$ cat src/rtl/trim_pkg.sv
// Shared types for the trimmed time-base prescaler.
package trim_pkg;
    // Rate selection for the phase accumulator step.
    typedef enum logic {
        RATE_NORMAL = 1'b0,
        RATE_FAST   = 1'b1
    } rate_e;
endpackage

$ cat src/rtl/trim_window.sv
// Correction window: counts raw oscillator cycles in windows of WIN_CYC.
// At the last cycle of a window it captures the trim input as a pending
// deletion count. Cycles are then withheld from the divider one at a time
// at the start of the new window. Assumes trim values below WIN_CYC.
module trim_window #(
    parameter int WIN_CYC = 1015808,
    parameter int TRIM_W  = 8
) (
    input  logic              clk,
    input  logic              rst_n,
    input  logic [TRIM_W-1:0] trim_val,
    input  logic              trim_off,
    output logic              pass
);
    localparam int WIN_W = $clog2(WIN_CYC);

    logic [WIN_W-1:0]  win_pos;
    logic [TRIM_W-1:0] left_q;
    logic              win_end;

    assign win_end = (win_pos == WIN_W'(WIN_CYC - 1));

    // Raw cycle position within the current window.
    always_ff @(posedge clk) begin
        if (!rst_n)       win_pos <= '0;
        else if (win_end) win_pos <= '0;
        else              win_pos <= win_pos + 1'b1;
    end

    // Pending deletions: loaded from trim_val at the window end, then counted down.
    always_ff @(posedge clk) begin
        if (!rst_n)            left_q <= '0;
        else if (win_end)      left_q <= trim_val;
        else if (left_q != '0) left_q <= left_q - 1'b1;
    end

    // A cycle reaches the divider unless a deletion is pending and allowed.
    always_comb begin
        pass = 1'b1;
        if (left_q != '0 && !trim_off) pass = 1'b0;
    end
endmodule

$ cat src/rtl/frac_div.sv
// Fractional divider: a phase accumulator adds a step on each passed cycle.
// When it reaches OSC_HZ it wraps and issues a registered one-cycle tick.
// Assumes that ACCEL*TICK_HZ is below OSC_HZ.
module frac_div
    import trim_pkg::*;
#(
    parameter int OSC_HZ  = 32768,
    parameter int TICK_HZ = 100,
    parameter int ACCEL   = 32,
    parameter int ACC_W   = 17
) (
    input  logic             clk,
    input  logic             rst_n,
    input  logic             adv,
    input  rate_e            rate,
    output logic             tick,
    output logic [ACC_W-1:0] acc
);
    localparam logic [ACC_W-1:0] LIMIT     = ACC_W'(OSC_HZ);
    localparam logic [ACC_W-1:0] STEP_SLOW = ACC_W'(TICK_HZ);
    localparam logic [ACC_W-1:0] STEP_FAST = ACC_W'(TICK_HZ * ACCEL);

    logic [ACC_W-1:0] step;
    logic [ACC_W-1:0] sum;
    logic             wrap;

    // Step choice; a build without acceleration keeps a constant step.
    generate
        if (ACCEL > 1) begin : g_rate_mux
            assign step = (rate == RATE_FAST) ? STEP_FAST : STEP_SLOW;
        end else begin : g_rate_fixed
            assign step = STEP_SLOW;
        end
    endgenerate

    assign sum  = acc + step;
    assign wrap = (sum >= LIMIT);

    // Accumulator update and registered tick.
    always_ff @(posedge clk) begin
        if (!rst_n) begin
            acc  <= '0;
            tick <= 1'b0;
        end else begin
            tick <= adv && wrap;
            if (adv) acc <= wrap ? (sum - LIMIT) : sum;
        end
    end
endmodule

$ cat src/rtl/cal_wave_gen.sv
// Calibration waveform: high while the accumulator phase is below CAL_LIM.
// This gives a fixed duty at the tick rate. Gated by tuning mode and registered.
module cal_wave_gen #(
    parameter int ACC_W   = 17,
    parameter int CAL_LIM = 6553
) (
    input  logic             clk,
    input  logic             rst_n,
    input  logic [ACC_W-1:0] acc,
    input  logic             tune_mode,
    output logic             wave
);
    // Registered waveform output.
    always_ff @(posedge clk) begin
        if (!rst_n) wave <= 1'b0;
        else        wave <= tune_mode && (acc < ACC_W'(CAL_LIM));
    end
endmodule

$ cat src/rtl/trim_prescaler.sv
// Trimmed time-base prescaler: oscillator clock in, 10 ms strobe out.
// Deletes trim_val oscillator cycles at the start of each correction window.
// Assumes that clk is the oscillator and that the inputs are synchronous to it.
module trim_prescaler #(
    parameter int OSC_HZ  = 32768,
    parameter int TICK_HZ = 100,
    parameter int ACCEL   = 32,
    parameter int WIN_CYC = 1015808,
    parameter int TRIM_W  = 8,
    parameter int CAL_DIV = 5
) (
    input  logic              clk,
    input  logic              rst_n,
    input  logic [TRIM_W-1:0] trim_val,
    input  logic              trim_off,
    input  logic              accel,
    input  logic              tune_mode,
    output logic              tick,
    output logic              cal_wave
);
    import trim_pkg::*;

    localparam int ACC_W   = $clog2(OSC_HZ + TICK_HZ * ACCEL) + 1;
    localparam int CAL_LIM = OSC_HZ / CAL_DIV;

    logic             slot_pass;
    logic [ACC_W-1:0] phase_acc;
    rate_e            rate_sel;

    // Test bit to rate encoding.
    assign rate_sel = accel ? RATE_FAST : RATE_NORMAL;

    trim_window #(.WIN_CYC(WIN_CYC), .TRIM_W(TRIM_W)) win_i (
        .clk(clk), .rst_n(rst_n), .trim_val(trim_val),
        .trim_off(trim_off), .pass(slot_pass)
    );

    frac_div #(.OSC_HZ(OSC_HZ), .TICK_HZ(TICK_HZ), .ACCEL(ACCEL), .ACC_W(ACC_W)) div_i (
        .clk(clk), .rst_n(rst_n), .adv(slot_pass), .rate(rate_sel),
        .tick(tick), .acc(phase_acc)
    );

    cal_wave_gen #(.ACC_W(ACC_W), .CAL_LIM(CAL_LIM)) cal_i (
        .clk(clk), .rst_n(rst_n), .acc(phase_acc),
        .tune_mode(tune_mode), .wave(cal_wave)
    );
endmodule

$ cat config.mk
export PLATFORM = sky130hd
export DESIGN_NAME = trim_prescaler
export DESIGN_NICKNAME = d
export VERILOG_FILES = /design/src/rtl/trim_pkg.sv /design/src/rtl/trim_window.sv /design/src/rtl/frac_div.sv /design/src/rtl/cal_wave_gen.sv /design/src/rtl/trim_prescaler.sv
export SDC_FILE = /design/constraint.sdc
export NUM_CORES = 1
export LEC_CHECK = 0
export BUFFER_PORTS_ARGS = -buffer_cell sky130_fd_sc_hd__buf_2
export CAP_MARGIN = 20
export CORE_MARGIN = 2
export CORE_UTILIZATION = 35
export CTS_CLUSTER_SIZE = 12
export DETAILED_ROUTE_END_ITERATION = 10
export HOLD_SLACK_MARGIN = 0.02
export PLACE_DENSITY_LB_ADDON = 0.08
export SLEW_MARGIN = 20
export SYNTH_ARGS = -nofsm -noshare
export SYNTH_HDL_FRONTEND = slang
export SYNTH_SLANG_ARGS = --single-unit
export TNS_END_PERCENT = 20
$ cat constraint.sdc
create_clock -name clk -period 3 [get_ports clk]
set_input_delay 0.45 -clock clk [delete_from_list [all_inputs] [get_ports clk]]
set_output_delay 0.45 -clock clk [all_outputs]
set_load 0.005 [all_outputs]
==> run_results.csv <==
group,metric,value,unit
run_status,outcome,"finished clean",
critical_path,cp.arrival,2.84,ns
synth,syn-cell-area,2654,sq um
worst_hold_path,worstHoldEndpoint,"win_i.left_q[3]$_SDFFE_PN0P_",
power_and_ir_drop,total_power,2.160,mW
cts,postCtsSetupBuffers,0,
cts,clk_pin_slew,0.09,ns
route,firstDrtPassIters,4,
critical_path,timing.critical_path.from,"div_i.acc[7]$_SDFFE_PN0N_",
power_and_ir_drop,peakVddDrop,0.4261,mV
sta,finClkSkew,0.01073,ns
route,ant_nets,0,
die,die_area,8295,sq um
die,initial_core_util,36.39,%
sta,worst_pin_slew,0.5938,ns
place,hpwl,3936,um
synth,synth_warnings,0,
synth,synth_top_area_share,33.95,%
route,dr.first_iter.drc_count,53,
sta,final-hold-violation-count,0,
critical_path,criticalPathCategory,"flop to flop",
sta,period_share,87.89,%
synth,synth.top_cells.by_area,"dfxtp_1 (34%), xor2_1 (5.9%), xnor2_1 (5.6%), ha_1 (5.2%), nor2_1 (4.7%)",
place,place_ws,0.06544,ns
critical_path,rrSetupSlack,0.36,ns
cts,cts_sinks,45,
global_routing,grt_use_total,13.87,%
place,place_area,2883,sq um
synth,synth-seq-cells,45,
synth,synthFlopType,"dfxtp_1",
cts,cts_resized,0,
synth,syn_avg_cell_area,8.533,sq um
critical_path,setup.worst_path.end_class,"flop",
die,fp.dieW,91.08,um
power_and_ir_drop,powerDensity,721.5,nW/um^2
sta,finalSetupViolCount,0,
synth,synth-async-reset-ratio,0,%
route,routed_wire_length_per_instance,12.69,um
cts,hold_buffers,0,
critical_path,critPathMaxFanout,4,
place,place_congestion,0.8121,
final_layout,final_cells,431,
global_routing,grt_overflow,0,
cts,h-tree-depth,2,
flow_run,maxCapViolations,0,
worst_hold_path,whs_path_depth,3,
critical_path,worstSetupStartpointType,"flop",
cts,cts_root_buf,"clkbuf_8",
worst_hold_path,min-delay-start,"trim_val[3]",
power_and_ir_drop,p_leak,1.223,nW
synth,synth.yosys.seq_area_share,33.95,%
sta,relSlewSlack,60.12,%
synth,synth-edff-count,0,
cts,insertion_delay,0.31,ns
worst_hold_path,hp-class,"input pin to flop",
global_routing,antenna_found_initial,0,
final_layout,insertedDiodeCount,0,
critical_path,worstReg2RegStart,"div_i.acc[7]$_SDFFE_PN0N_",
global_routing,grt_max_degree,22,
die,row_count,31,
cts,cts_buffers,5,
synth,yosys.area.top_type,"dfxtp_1",
final_layout,layout-drive-gt1-share,14.76,%
synth,syn_nets,335,
route,routed_wl,5468,um
cts,cts_buffer_depth,2,
die,dieHeight,91.08,um
route,vias_per_cell,5.002,
sta,rsz0062_at_grt,"no",
route,vias,2156,
sta,fmax,379.3,MHz
critical_path,r2r_end,"div_i.acc[15]$_SDFFE_PN0N_",
synth,ys_types,52,
cts,tritoncts,"done",
route,route.detailed.drc,0,
sta,period_needed,2.637,ns
place,dp.cells,423,
critical_path,reg2reg_depth,9,
final_layout,final.fill_count,765,
final_layout,syn2layout_area_growth,12.82,%
place,port_buffers,14,
global_routing,grt_pass1_vias,2032,
final_layout,nNetsFinal,355,
global_routing,grt_pass1_wl,9404,um
sta,slew_violations,0,
sta,final.setup.worst_slack,0.3633,ns
sta,final.setup.tns,0,ns
die,io-pin-count,15,
final_layout,final_cell_area,2994,sq um
die,placeableCoreArea,7292,sq um
synth,syn_inst,311,
critical_path,crit_required,3.20,ns
==> sequential cells by signal, indices dropped and copies added, names as in the netlist <==
name and cells:
div_i.tick 1, win_i.win_pos 20, div_i.acc 15, cal_i.wave 1, win_i.left_q 8
==> where the power goes <==
part / switching [mW] / internal (mW)
clock: 0.225 / 0.250
combinational: 0.469 / 0.429
sequential: 0.0995 / 0.688
==> critical path, stage by stage (launching register included) <==
cell       delay, ns
dfxtp_1         0.34
ha_1            0.23
or3_4           0.41
o22a_1          0.19
o2bb2ai_1       0.18
xnor2_1         0.30
ha_1            0.28
xnor2_1         0.14
mux2_2          0.34
o211a_1         0.12
==> kinds of logic after synthesis <==
kind of cell	count (synthesis)	share of synthesized area (%)
buffers and inverters	28	4.479
XOR/XNOR	35	11.55
multiplexers	8	3.159
AO/OA/AOI/OAI	50	14.33
AND/OR/NAND/NOR	134	27.35
adder cells (fa/ha/maj)	11	5.186
flip-flops	45	33.95
==> how the worst max path moves through the flow <==
stage / cells after the start / end
6_report: 9 / div_i.acc[15]$_SDFFE_PN0N_
5_1_grt: 10 / div_i.acc[16]$_SDFFE_PN0N_
4_1_cts: 9 / div_i.acc[15]$_SDFFE_PN0N_
3_5_place_dp: 12 / div_i.acc[16]$_SDFFE_PN0N_
3_3_place_gp: 11 / div_i.acc[15]$_SDFFE_PN0N_
2_1_floorplan: 12 / div_i.acc[15]$_SDFFE_PN0N_
==> metal layers <==
metal | vias to the layer above | routed length, um | track usage, %
met2 | 40 | 2365 | 22.04
met4 | 0 | 85 | 5.051
li1 | 1123 | - | -
met5 | - | 0 | 0
met3 | 8 | 202 | 2.988
met1 | 985 | 2815 | 18.48
==> through the flow <==
| step | hold WS (ns) | utilization (%) |
|---|---|---|
| finish | 0.3908 | 41.06 |
| global route | 0.4078 | 41.06 |
| CTS | 0.3803 | 41.06 |
| detailed placement | 0.4312 | 39.53 |
| global placement | 0.4293 | 39.53 |
| floorplan | 0.4121 | - |
==> cell usage in the layout, fill, tap and decap left out, types with 5 or more instances in the layout <==
cell | synthesis | routed
nand4_1 | 9 | 9
xnor2_1 | 17 | 17
nor2_1 | 33 | 33
nor3_1 | 6 | 6
a21oi_1 | 8 | 8
nand3_1 | 14 | 14
o21ai_0 | 12 | 12
and2_1 | 9 | 9
nand2_1 | 26 | 26
xor2_1 | 18 | 18
buf_4 | 3 | 14
ha_1 | 11 | 11
buf_2 | 2 | 14
mux2i_1 | 5 | 5
inv_1 | 13 | 13
dfxtp_1 | 45 | 45
nor2b_1 | 9 | 9
clkbuf_8 | 0 | 5
==> Yosys cell counts, drive strengths merged (3+ instances only) <==
cell type,count
a21oi,8
dfxtp,45
o22ai,3
mux2,3
nor2b,9
a21boi,5
clkbuf,10
o21ai,12
and4,3
nor4,4
or3,6
nand4,9
buf,5
and3,4
and2,9
xnor2,17
mux2i,5
nand3,14
nor2,34
nor3,6
inv,13
a311o,3
o211a,4
nand2b,4
a31oi,3
nand2,26
xor2,18
ha,11
==> cell type report <==
cell class	count	area [sq um]	area share, %
multi-input cells	238	1634	54.58
well taps	99	123.9	4.137
clock inverters	2	38.79	1.295
repair buffers	28	175.2	5.850
inverters	13	48.80	1.630
clock buffers	6	72.57	2.424
flip-flops and latches	45	900.9	30.09
Note: power is estimated with default switching activity, not from simulation.
